--- src/rtl/vra_pkg.sv ---
// Package: shared types and helpers for the variable-rate slot request generator.
// Assumes: nothing beyond IEEE 1800-2017.
package vra_pkg;

    // Per-frame pacing decision of one slot.
    typedef enum logic [2:0] {
        PACE_OFF,     // slot inactive: no request, accumulator cleared
        PACE_FORCED,  // fixed-rate mode: request every frame
        PACE_FIRE,    // phase wrapped and FIFO has room: request
        PACE_STALL,   // phase wrapped but FIFO full: hold phase
        PACE_WAIT     // phase below the wrap point: accumulate
    } pace_t;

    // Width that holds any sum of an accumulator value and a clamped rate.
    function automatic int acc_width(input int frame_hz);
        return $clog2(2 * frame_hz);
    endfunction

    // Width of a slot index, at least one bit.
    function automatic int index_width(input int count);
        return (count > 1) ? $clog2(count) : 1;
    endfunction

endpackage

--- src/rtl/vra_rate_regs.sv ---
// Module: per-slot sample-rate registers.
// Stores one rate per slot. A write is taken only while variable-rate mode is on,
// and values above the frame rate are clamped to it. The effective rate falls back
// to the frame rate while variable-rate mode is off.
// Assumes: FRAME_HZ fits in RATE_W bits.
module vra_rate_regs #(
    parameter int NUM_SLOTS = 2,
    parameter int RATE_W    = 16,
    parameter int FRAME_HZ  = 48000,
    parameter int SEL_W     = 1
) (
    input  logic                          clk,
    input  logic                          rst_n,
    input  logic                          vra_en,
    input  logic                          wr_en,
    input  logic [SEL_W-1:0]              wr_sel,
    input  logic [RATE_W-1:0]             wr_data,
    output logic [NUM_SLOTS*RATE_W-1:0]   eff_rate
);

    localparam logic [RATE_W-1:0] FULL_RATE = RATE_W'(FRAME_HZ);

    logic [RATE_W-1:0] wr_clamped;

    // Clamp an incoming rate to the frame rate.
    always_comb begin
        wr_clamped = (wr_data > FULL_RATE) ? FULL_RATE : wr_data;
    end

    for (genvar g = 0; g < NUM_SLOTS; g++) begin : g_rate
        logic [RATE_W-1:0] rate_q;

        // Hold the programmed rate; accept writes only in variable-rate mode.
        always_ff @(posedge clk) begin
            if (!rst_n) begin
                rate_q <= FULL_RATE;
            end else if (wr_en && vra_en && (wr_sel == SEL_W'(g))) begin
                rate_q <= wr_clamped;
            end
        end

        assign eff_rate[g*RATE_W +: RATE_W] = vra_en ? rate_q : FULL_RATE;
    end

endmodule

--- src/rtl/vra_phase_acc.sv ---
// Module: phase accumulator and request bit for one slot.
// At each frame strobe it adds the slot's rate. When the sum reaches the frame
// rate and the FIFO will have room, it requests and subtracts the frame rate.
// A stall keeps the phase untouched.
// Assumes: rate <= FRAME_HZ (clamped upstream), so the sum fits in ACC_W bits.
module vra_phase_acc
    import vra_pkg::*;
#(
    parameter int RATE_W   = 16,
    parameter int FRAME_HZ = 48000,
    parameter int ACC_W    = 17
) (
    input  logic              clk,
    input  logic              rst_n,
    input  logic              frame_strb,
    input  logic              vra_en,
    input  logic              active,
    input  logic              room,
    input  logic [RATE_W-1:0] rate,
    output logic              req_n
);

    localparam logic [ACC_W-1:0] WRAP = ACC_W'(FRAME_HZ);

    logic [ACC_W-1:0] acc_q;
    logic [ACC_W-1:0] sum;
    logic             due;
    pace_t            pace;

    // Candidate phase after this frame's increment.
    always_comb begin
        sum = acc_q + ACC_W'(rate);
        due = (sum >= WRAP);
    end

    // Choose this frame's pacing action.
    always_comb begin
        if (!active) begin
            pace = PACE_OFF;
        end else if (!vra_en) begin
            pace = PACE_FORCED;
        end else if (due && room) begin
            pace = PACE_FIRE;
        end else if (due) begin
            pace = PACE_STALL;
        end else begin
            pace = PACE_WAIT;
        end
    end

    // Apply the action at the frame strobe; hold everything between strobes.
    always_ff @(posedge clk) begin
        if (!rst_n) begin
            acc_q <= '0;
            req_n <= 1'b1;
        end else if (frame_strb) begin
            case (pace)
                PACE_OFF: begin
                    acc_q <= '0;
                    req_n <= 1'b1;
                end
                PACE_FORCED: begin
                    acc_q <= '0;
                    req_n <= 1'b0;
                end
                PACE_FIRE: begin
                    acc_q <= sum - WRAP;
                    req_n <= 1'b0;
                end
                PACE_STALL: begin
                    req_n <= 1'b1;
                end
                default: begin
                    acc_q <= sum;
                    req_n <= 1'b1;
                end
            endcase
        end
    end

endmodule

--- src/rtl/vra_slot_fifo.sv ---
// Module: small sample FIFO for one slot.
// A push is accepted when there is a free entry, or when a pop in the same cycle
// frees one. A pop on an empty FIFO is ignored. It also reports whether the
// level after this cycle leaves room for one more sample.
// Assumes: DEPTH >= 1; LVL_W can hold DEPTH.
module vra_slot_fifo #(
    parameter int DATA_W = 20,
    parameter int DEPTH  = 4,
    parameter int LVL_W  = 3
) (
    input  logic              clk,
    input  logic              rst_n,
    input  logic              push,
    input  logic [DATA_W-1:0] din,
    input  logic              pop,
    output logic              push_ok,
    output logic              room_next,
    output logic [DATA_W-1:0] dout,
    output logic [LVL_W-1:0]  level
);

    localparam int PTR_W = (DEPTH > 1) ? $clog2(DEPTH) : 1;
    localparam logic [PTR_W-1:0] LAST = PTR_W'(DEPTH - 1);
    localparam logic [LVL_W-1:0] FULL = LVL_W'(DEPTH);

    logic [DATA_W-1:0] mem [DEPTH];
    logic [PTR_W-1:0]  wr_ptr;
    logic [PTR_W-1:0]  rd_ptr;
    logic              pop_ok;
    logic [LVL_W-1:0]  level_nx;

    // Qualify the push and pop requests and form the next level.
    always_comb begin
        pop_ok    = pop && (level != '0);
        push_ok   = push && ((level != FULL) || pop_ok);
        level_nx  = level + LVL_W'(push_ok) - LVL_W'(pop_ok);
        room_next = (level_nx < FULL);
    end

    // Advance pointers and level.
    always_ff @(posedge clk) begin
        if (!rst_n) begin
            wr_ptr <= '0;
            rd_ptr <= '0;
            level  <= '0;
        end else begin
            if (push_ok) begin
                wr_ptr <= (wr_ptr == LAST) ? '0 : wr_ptr + PTR_W'(1);
            end
            if (pop_ok) begin
                rd_ptr <= (rd_ptr == LAST) ? '0 : rd_ptr + PTR_W'(1);
            end
            level <= level_nx;
        end
    end

    // Store accepted samples.
    always_ff @(posedge clk) begin
        if (push_ok) begin
            mem[wr_ptr] <= din;
        end
    end

    assign dout = mem[rd_ptr];

endmodule

--- src/rtl/vra_slot_pacer.sv ---
// Module: variable-rate slot request generator (top).
// Once per frame strobe it checks the tags answering last frame's requests,
// stores tagged samples, flags missing ones, and decides the active-low request
// bits for the next input frame from the rates and the FIFO room.
// Assumes: frame_strb is a one-cycle pulse; tag_in and slot_din are valid with it.
module vra_slot_pacer
    import vra_pkg::*;
#(
    parameter int                   NUM_SLOTS  = 2,
    parameter int                   DATA_W     = 20,
    parameter int                   FIFO_DEPTH = 4,
    parameter int                   RATE_W     = 16,
    parameter int                   FRAME_HZ   = 48000,
    parameter logic [NUM_SLOTS-1:0] SLOT_MASK  = '1,
    parameter int                   SEL_W      = index_width(NUM_SLOTS),
    parameter int                   LVL_W      = $clog2(FIFO_DEPTH + 1)
) (
    input  logic                          clk,
    input  logic                          rst_n,
    input  logic                          frame_strb,
    input  logic                          vra_en,
    input  logic                          rate_we,
    input  logic [SEL_W-1:0]              rate_wsel,
    input  logic [RATE_W-1:0]             rate_wdata,
    input  logic [NUM_SLOTS-1:0]          slot_pdn,
    input  logic [NUM_SLOTS-1:0]          tag_in,
    input  logic [NUM_SLOTS*DATA_W-1:0]   slot_din,
    input  logic [NUM_SLOTS-1:0]          dac_pop,
    output logic [NUM_SLOTS-1:0]          slot_req_n,
    output logic [NUM_SLOTS-1:0]          fifo_wr,
    output logic [NUM_SLOTS*DATA_W-1:0]   dac_dout,
    output logic [NUM_SLOTS*LVL_W-1:0]    fifo_level,
    output logic [NUM_SLOTS-1:0]          underrun
);

    localparam int ACC_W = acc_width(FRAME_HZ);

    logic [NUM_SLOTS*RATE_W-1:0] eff_rate;
    logic [NUM_SLOTS-1:0]        active;

    assign active = SLOT_MASK & ~slot_pdn;

    vra_rate_regs #(
        .NUM_SLOTS (NUM_SLOTS),
        .RATE_W    (RATE_W),
        .FRAME_HZ  (FRAME_HZ),
        .SEL_W     (SEL_W)
    ) u_rates (
        .clk      (clk),
        .rst_n    (rst_n),
        .vra_en   (vra_en),
        .wr_en    (rate_we),
        .wr_sel   (rate_wsel),
        .wr_data  (rate_wdata),
        .eff_rate (eff_rate)
    );

    for (genvar g = 0; g < NUM_SLOTS; g++) begin : g_slot
        logic answered;
        logic take;
        logic miss;
        logic push_ok;
        logic room_next;
        logic wr_q;
        logic ur_q;

        // Classify this frame's answer to last frame's request.
        always_comb begin
            answered = frame_strb && active[g] && !slot_req_n[g];
            take     = answered && tag_in[g];
            miss     = answered && !tag_in[g];
        end

        vra_slot_fifo #(
            .DATA_W (DATA_W),
            .DEPTH  (FIFO_DEPTH),
            .LVL_W  (LVL_W)
        ) u_fifo (
            .clk       (clk),
            .rst_n     (rst_n),
            .push      (take),
            .din       (slot_din[g*DATA_W +: DATA_W]),
            .pop       (dac_pop[g]),
            .push_ok   (push_ok),
            .room_next (room_next),
            .dout      (dac_dout[g*DATA_W +: DATA_W]),
            .level     (fifo_level[g*LVL_W +: LVL_W])
        );

        vra_phase_acc #(
            .RATE_W   (RATE_W),
            .FRAME_HZ (FRAME_HZ),
            .ACC_W    (ACC_W)
        ) u_pace (
            .clk        (clk),
            .rst_n      (rst_n),
            .frame_strb (frame_strb),
            .vra_en     (vra_en),
            .active     (active[g]),
            .room       (room_next),
            .rate       (eff_rate[g*RATE_W +: RATE_W]),
            .req_n      (slot_req_n[g])
        );

        // Register the write strobe and the sticky underrun flag.
        always_ff @(posedge clk) begin
            if (!rst_n) begin
                wr_q <= 1'b0;
                ur_q <= 1'b0;
            end else begin
                wr_q <= push_ok;
                ur_q <= ur_q || miss;
            end
        end

        assign fifo_wr[g]  = wr_q;
        assign underrun[g] = ur_q;
    end

endmodule

--- config.mk ---
export PLATFORM = sky130hd
export DESIGN_NAME = vra_slot_pacer
export DESIGN_NICKNAME = d
export VERILOG_FILES = /design/src/rtl/vra_pkg.sv /design/src/rtl/vra_rate_regs.sv /design/src/rtl/vra_phase_acc.sv /design/src/rtl/vra_slot_fifo.sv /design/src/rtl/vra_slot_pacer.sv
export SDC_FILE = /design/constraint.sdc
export NUM_CORES = 1
export LEC_CHECK = 0
export CAP_MARGIN = 25
export CELL_PAD_IN_SITES_DETAIL_PLACEMENT = 0
export CELL_PAD_IN_SITES_GLOBAL_PLACEMENT = 1
export CORE_ASPECT_RATIO = 0.9
export CORE_MARGIN = 8
export CORE_UTILIZATION = 50
export DETAILED_ROUTE_END_ITERATION = 8
export PLACE_DENSITY_LB_ADDON = 0.2
export SKIP_LAST_GASP = 1
export SLEW_MARGIN = 30
export SYNTH_ARGS = -nofsm -noshare
export SYNTH_HDL_FRONTEND = slang
export SYNTH_SLANG_ARGS = --single-unit
--- constraint.sdc ---
create_clock -name clk -period 9.93 [get_ports clk]
set_clock_uncertainty 0.1 [all_clocks]
set_input_delay 0.993 -clock clk [delete_from_list [all_inputs] [get_ports clk]]
set_output_delay 0.993 -clock clk [all_outputs]
set_load 0.01 [all_outputs]
# == Word-level counts from Yosys, hierarchy flattened ==
# Memory sizes are Yosys's and may differ from the RTL's. A register that Yosys moved wholly into a read port is not among the register bits.
# Cells that the tools add are included.
# op_classes
n_addsub,12
magnitude_cmp,5
eq_ne,12
n_mux,27
n_bitwise,4
n_reduce_logical,35
# op_table
cell,count
one-hot mux 17 bit (3 select lines),2
two-way mux 16 bit,3
adder 17 x 16 -> 17 bit,2
">= comparator 17 x 16 -> 1 bit, second input constant",2
"subtractor 17 x 16 -> 17 bit, second input constant",2
two-way mux 3 bit,8
logical AND 1 bit,17
"greater-than comparator 16 bit, second input constant",1
two-way mux 2 bit,8
"== test 3 x 2 -> 1 bit, second input constant",4
"adder 2 x 1 -> 2 bit, second input constant",4
"== test 2 bit, second input constant",4
OR reduction 2 bit,4
adder 3 x 1 -> 3 bit,2
"== test 3 x 1 -> 1 bit, second input constant",2
logical NOT 3 bit,2
"less-than comparator 3 bit, second input constant",2
two-way mux 1 bit,6
"inequality test 3 bit, second input constant",2
nonzero test 3 bit,2
subtractor 3 x 1 -> 3 bit,2
logical NOT 1 bit,4
logical OR 1 bit,4
AND reduction 2 bit,2
2 further kinds,4
# word_totals
register_bits,86
ram_bits,160
input_bits,68
out_inout_bits,52
mem_count,2
# mem_list
name,words,width,read_ports,rd_clocked_by_memory_dff,write_ports,line,source
g_slot[0].u_fifo.mem,4,20,1,1,1,vra_slot_fifo.sv:26,logic [DATA_W-1:0] mem [DEPTH];
g_slot[1].u_fifo.mem,4,20,1,1,1,vra_slot_fifo.sv:26,

# == Logic depth before layout (Yosys ltp) ==
# logic_depth
word_depth,15
ltp_mapped,16

# == Modules after synthesis ==
# Synthesis repeated with hierarchy kept, for this count alone.
# hier_totals
hier_cells,991
area_unflattened_um2,12366.9
# by_module_without_submodules
mod,instances,cells_per_inst,area_per_inst_um2,seq_area_each_um2
vra_slot_fifo,2,155,3348.2,2582.5
vra_phase_acc (g_slot[1].u_pace),1,276,2099.5,360.3
vra_phase_acc (g_slot[0].u_pace),1,251,2011.9,360.3
vra_rate_regs,1,136,1358.8,640.6
vra_slot_pacer,1,18,200.2,80.1

# == Worst setup path after synthesis ==
# Ideal clock, no wire load.
# synth_timing
kind,input-to-reg
start,in vra_en
end,reg g_slot[0].u_pace.acc_q[1]
arrival_ns,4.544
t_required_ns,9.713
slack_ns,5.169
path_stages,15
path_buffers,3
path_cell_list,clkbuf_1 > clkbuf_1 > and2_1 > ha_1 > fa_1 > a211oi_1 > o21ai_1 > o211a_1 > o22ai_1 > mux2i_1 > nand2_1 > o41ai_4 > nor2b_1 > buf_2 > a22o_1
# synth_between
elab_chain_cells,10
word_cells_on_any_way,17
cone_classes,add/sub: 2; order compare: 1; eq/ne: 3; mux: 6; bitwise: 1; reduce/logical: 4
# synth_rtl
element,line,source
from (decl),vra_slot_pacer.sv:21,"input logic vra_en,"
two-way mux 16 bit,vra_rate_regs.sv:42,assign eff_rate[g*RATE_W +: RATE_W] = vra_en ? rate_q : FULL_RATE;
adder 17 x 16 -> 17 bit,vra_phase_acc.sv:32,sum = acc_q + ACC_W'(rate);
>= comparator 17 x 16 -> 1 bit,vra_phase_acc.sv:33,due = (sum >= WRAP);
two-way mux 3 bit / logical AND 1 bit (equally long branches),"vra_phase_acc.sv:44, vra_phase_acc.sv:42",
two-way mux 3 bit,vra_phase_acc.sv:42,end else if (due && room) begin
two-way mux 3 bit,vra_phase_acc.sv:40,end else if (!vra_en) begin
two-way mux 3 bit,vra_phase_acc.sv:38,if (!active) begin
== test 3 x 1 -> 1 bit (tied with other cells),vra_phase_acc.sv:57,case (pace)
OR reduction 2 bit (no source line) / inverter 1 bit (equally long branches),--,
one-hot mux 17 bit (3 select lines) / AND reduction 2 bit (equally long branches),--,
to (signal assigned),vra_phase_acc.sv:67,acc_q <= sum - WRAP;
to (signal assigned),vra_phase_acc.sv:74,acc_q <= sum;
to (decl),vra_phase_acc.sv:25,logic [ACC_W-1:0] acc_q;
# Parallel ways exist; a longest one is shown, timed or not.
# A chain may end at the register's enable or synchronous reset.

# == Worst setup path in the final report ==
# Same ends and word-level chain as after synthesis.

==> metrics.md <==
| Metric | Value |
|---|---|
| GPL Wtd Cong | `0.856` |
| Lkg Pwr | `5.37 nW` |
| WS Path Type | `in2reg` |
| Tightest Hold Check Type | `reg2reg` |
| Floorplan row count | `54` |
| Boundary Pins | `120` |
| Critical path's top delay family | `compound AO/OA/AOI/OAI gates` |
| Multi-input combinational cell area | `0.00553 mm^2` |
| Yosys warns | `0` |
| Critical Path AT | `5.52 ns` |
| Count of H-tree levels built during CTS | `1` |
| Cell breakdown of the critical path | `clkdlybuf4s50_1, buf_4, and2_1, ha_1, fa_1, a211oi_1, o21ai_1, o211a_1, o22ai_1, mux2i_1, nand2_1, o41ai_4, nor2b_1, a22o_1` |
| TritonCTS Sinks | `250` |
| Fraction of final layout cells sized beyond drive strength 1 | `11.1%` |
| First-pass iteration count of the detailed router | `5` |
| Maximum clock path buffer count | `3` |
| Reg2reg path depth | `12` |
| Via total after detailed routing | `8,401` |
| Slew of the pin with the lowest slew margin | `0.936 ns` |
| Number of antenna violations at the first check in global routing | `0` |
| CP max stage cell | `o41ai_4` |
| Root buffer cell | `clkbuf_16` |
| ANT nets after route | `0` |
| Via count of the first global-routing pass | `8,352` |
| Result of the run | `finished clean` |
| Nets@finish | `1,248` |
| Wire length per cell | `18.7 um` |
| Portion of the clock cycle consumed by the worst path in the final layout | `52.4%` |
| Global-route congestion overflow total | `0` |
| Average via count per standard cell | `5.66` |
| Post-synth cell types | `82` |
| Worst vdd ir | `0.171 mV` |
| Register-to-register path setup slack | `5.62 ns` |
| Mean area per synthesized cell | `12.1 um^2` |
| Layout-stage area growth over the synthesis result | `18.6%` |
| Largest stage delay on the critical path | `0.72 ns` |
| Setup Fix Bufs, Post-CTS | `0` |
| Die X-Extent | `182 um` |
| Filler instances | `1,955` |
| Shortest clock period the worst path allows after layout | `5.20 ns` |
| Count of hold buffers inserted by post-cts repair | `0` |
| Power density over cell area | `253 mW/mm^2` |
| Post-Syn Area | `0.0125 mm^2` |
| First-pass GRT wire length | `44,400 um` |
| Syn Nets | `1,146` |
| Initial cell density of the core | `51.1%` |
| Pin count of the biggest net entering global routing | `75` |
| Highest fanout seen on the critical path | `40` |
| Beginning of the worst hold path | `u_rates.g_rate[0].rate_q[15]` |
| Starting DRT DRC Count | `476` |
| Fin Setup TNS | `0 ns` |
| Worst hold stages | `2` |
| Kind of end point of the critical path | `flip-flop` |
| Bufs and invs on worst path | `2` |
| Die boundary height | `166 um` |
| Fraction of synthesis flops using an asynchronous set or reset pin | `0%` |
| Worst reg2reg endpoint | `g_slot[0].u_pace.acc_q[1]` |
| Remaining routing DRC violations | `0` |
| Clock latency at the later pin of the worst-skew pair | `0.53 ns` |
| Gate count after technology mapping | `1,026` |
| Area of the die | `0.0302 mm^2` |
| Critical path required time | `10.24 ns` |
| Number of buffers inserted during clock tree synthesis | `25` |
| Worst-path clk slew | `0.06 ns` |
| Number of diodes added for antenna fixing | `0` |
| Number of instances resized during post-cts repair | `0` |
| Count of endpoints failing hold in the final timing report | `0` |
| Max-cap violations | `0` |
| Primary flip-flop cell chosen by synthesis mapping | `edfxtp_1` |
| Slew headroom | `37.5%` |
| Worst hold slack after final layout | `0.361 ns` |
| Endpoints failing setup | `0` |
| Routed WL | `27,800 um` |
| Number of pins exceeding their max-slew limit in the final report | `0` |
| Number of synthesized register bits | `250` |
| Total routing usage reported by global routing | `17.9%` |
| Seq/Total Area, Yosys | `53.0%` |
| Startpoint of the worst-slack reg-to-reg timing path | `u_rates.g_rate[0].rate_q[0]` |
| Port buffer count | `119` |
| Number of enable-type register cells in the synthesized netlist | `160` |
| Area used by sequential logic in the layout | `0.00661 mm^2` |
| Post-DP HPWL | `19,700 um` |
| Core box area | `0.0244 mm^2` |
| Crit start category | `primary input` |
| Clock tree from TritonCTS | `built` |
| RSZ-0062 raised after global routing | `false` |
| Endpoint, Worst Hold | `u_rates.g_rate[0].rate_q[15]` |
| Max frequency | `192 MHz` |
-- worst register-to-register path, cell delays in order (launching register included) --
cell and delay, ns:
dfxtp_1 0.31, and2_1 0.14, ha_1 0.21, fa_1 0.43, a211oi_1 0.30, o21ai_1 0.18, o211a_1 0.25, o22ai_1 0.33
mux2i_1 0.43, nand2_1 0.20, o41ai_4 0.72, nor2b_1 0.30, a22o_1 0.30
-- final cells by class --
type	instances	share of cell area (%)
Sequential cell	250	44.7
Clock buffer	27	4.29
Inverter	24	0.610
Timing Repair Buffer	126	8.39
Clock inverter	19	1.68
Tap cell	336	2.85
Multi-Input combinational cell	701	37.5
-- layout by cell type, fill, tap and decap left out, drive strengths merged, types with 25 or more instances in the layout --
master	netlist	routed
nand3	42	42
edfxtp	160	160
clkdlybuf4s50	0	118
clkbuf	35	27
o21ai	34	34
nand2	79	79
and2	39	39
ha	48	48
nor2b	29	29
nor2	55	55
dfxtp	90	90
a21oi	32	32
mux4	40	40
inv	24	25
-- synth_stat cells (all sizes together), types with 5 or more instances --
cell type / instances / area (um^2)
edfxtp: 160 / 4800
dfxtp: 90 / 1800
nand2: 79 / 297
nor2: 55 / 206
ha: 48 / 601
nand3: 42 / 210
mux4: 40 / 901
and2: 39 / 244
clkbuf: 35 / 133
o21ai: 34 / 178
a21oi: 32 / 164
nor2b: 29 / 181
inv: 24 / 90.1
mux2i: 24 / 240
nand2b: 22 / 138
o211ai: 22 / 170
a21boi: 19 / 143
buf: 16 / 105
a2111oi: 14 / 165
a21o: 14 / 105
a211oi: 13 / 108
o21a: 13 / 97.6
xor2: 13 / 114
xnor2: 12 / 113
nand4: 11 / 68.8
and3: 10 / 62.6
nor3: 9 / 50.1
a211o: 8 / 70.1
o211a: 8 / 80.1
or2: 8 / 50.1
nor3b: 7 / 52.6
a22o: 5 / 43.8
nor4: 5 / 31.3
-- kinds of logic after synthesis --
logic type | Yosys count | share of synthesized area [%]
AO/OA/AOI/OAI | 220 | 13.4
adder cells (fa/ha/maj) | 52 | 5.47
XOR/XNOR | 25 | 1.82
multiplexers | 66 | 9.34
AND/OR/NAND/NOR | 338 | 14.3
buffers and inverters | 75 | 2.63
flip-flops | 250 | 53.0
-- report_power, final --
| group | internal (mW) | switching, mW | leakage, nW | total, mW |
|---|---|---|---|---|
| logic | 0.664 | 0.861 | 2.78 | 1.52 |
| clock network | 0.597 | 0.397 | 0.418 | 0.994 |
| registers | 1.16 | 0.0568 | 2.17 | 1.22 |
| total | 2.42 | 1.31 | 5.37 | 3.74 |
-- worst max-delay path by stage --
stage / startpoint / endpoint / slack [ns] / cells after the start
floorplan: vra_en / g_slot[0].u_pace.acc_q[1] / 5.17 / 15
global placement: vra_en / g_slot[0].u_pace.acc_q[0] / 4.25 / 14
detailed placement: vra_en / g_slot[0].u_pace.acc_q[0] / 4.21 / 14
CTS: vra_en / g_slot[0].u_pace.acc_q[1] / 4.76 / 14
global route: vra_en / g_slot[0].u_pace.acc_q[1] / 4.40 / 14
finish: vra_en / g_slot[0].u_pace.acc_q[1] / 4.73 / 14
-- registers in the layout (all words and copies together) (netlist names), named ones only --
name	count
g_slot.u_fifo.mem	160
g_slot.u_pace.acc_q	34
u_rates.g_rate.rate_q	32
g_slot.u_fifo.level	6
g_slot.u_fifo.rd_ptr	4
g_slot.u_fifo.wr_ptr	4
g_slot.u_pace.req_n	2
g_slot.ur_q	2
g_slot.wr_q	2
-- per-stage QoR --
stage          instances  power, mW  util (%)  setup WS, ns  instance area (um^2)
6_report            1483       3.74      60.6          4.73                 14800
5_1_grt             1483       3.96      60.6          4.40                 14800
4_1_cts             1483       3.76      60.5          4.76                 14800
3_5_place_dp        1437       2.75      56.9          4.21                 13900
3_3_place_gp        1437       2.75      56.9          4.25                 13900
2_1_floorplan       1026       2.35         -          5.17                 12500
-- per-layer routing --
layer	track usage, %	up-vias	part of all wire [%]	wire, um
met5	0	-	0	0
met3	3.35	42	5.1	1420
met1	24.0	4041	46	12800
li1	-	4113	-	-
met4	4.20	0	2.0	560
met2	29.8	205	47	13000
(Power assumes the default switching activity.)
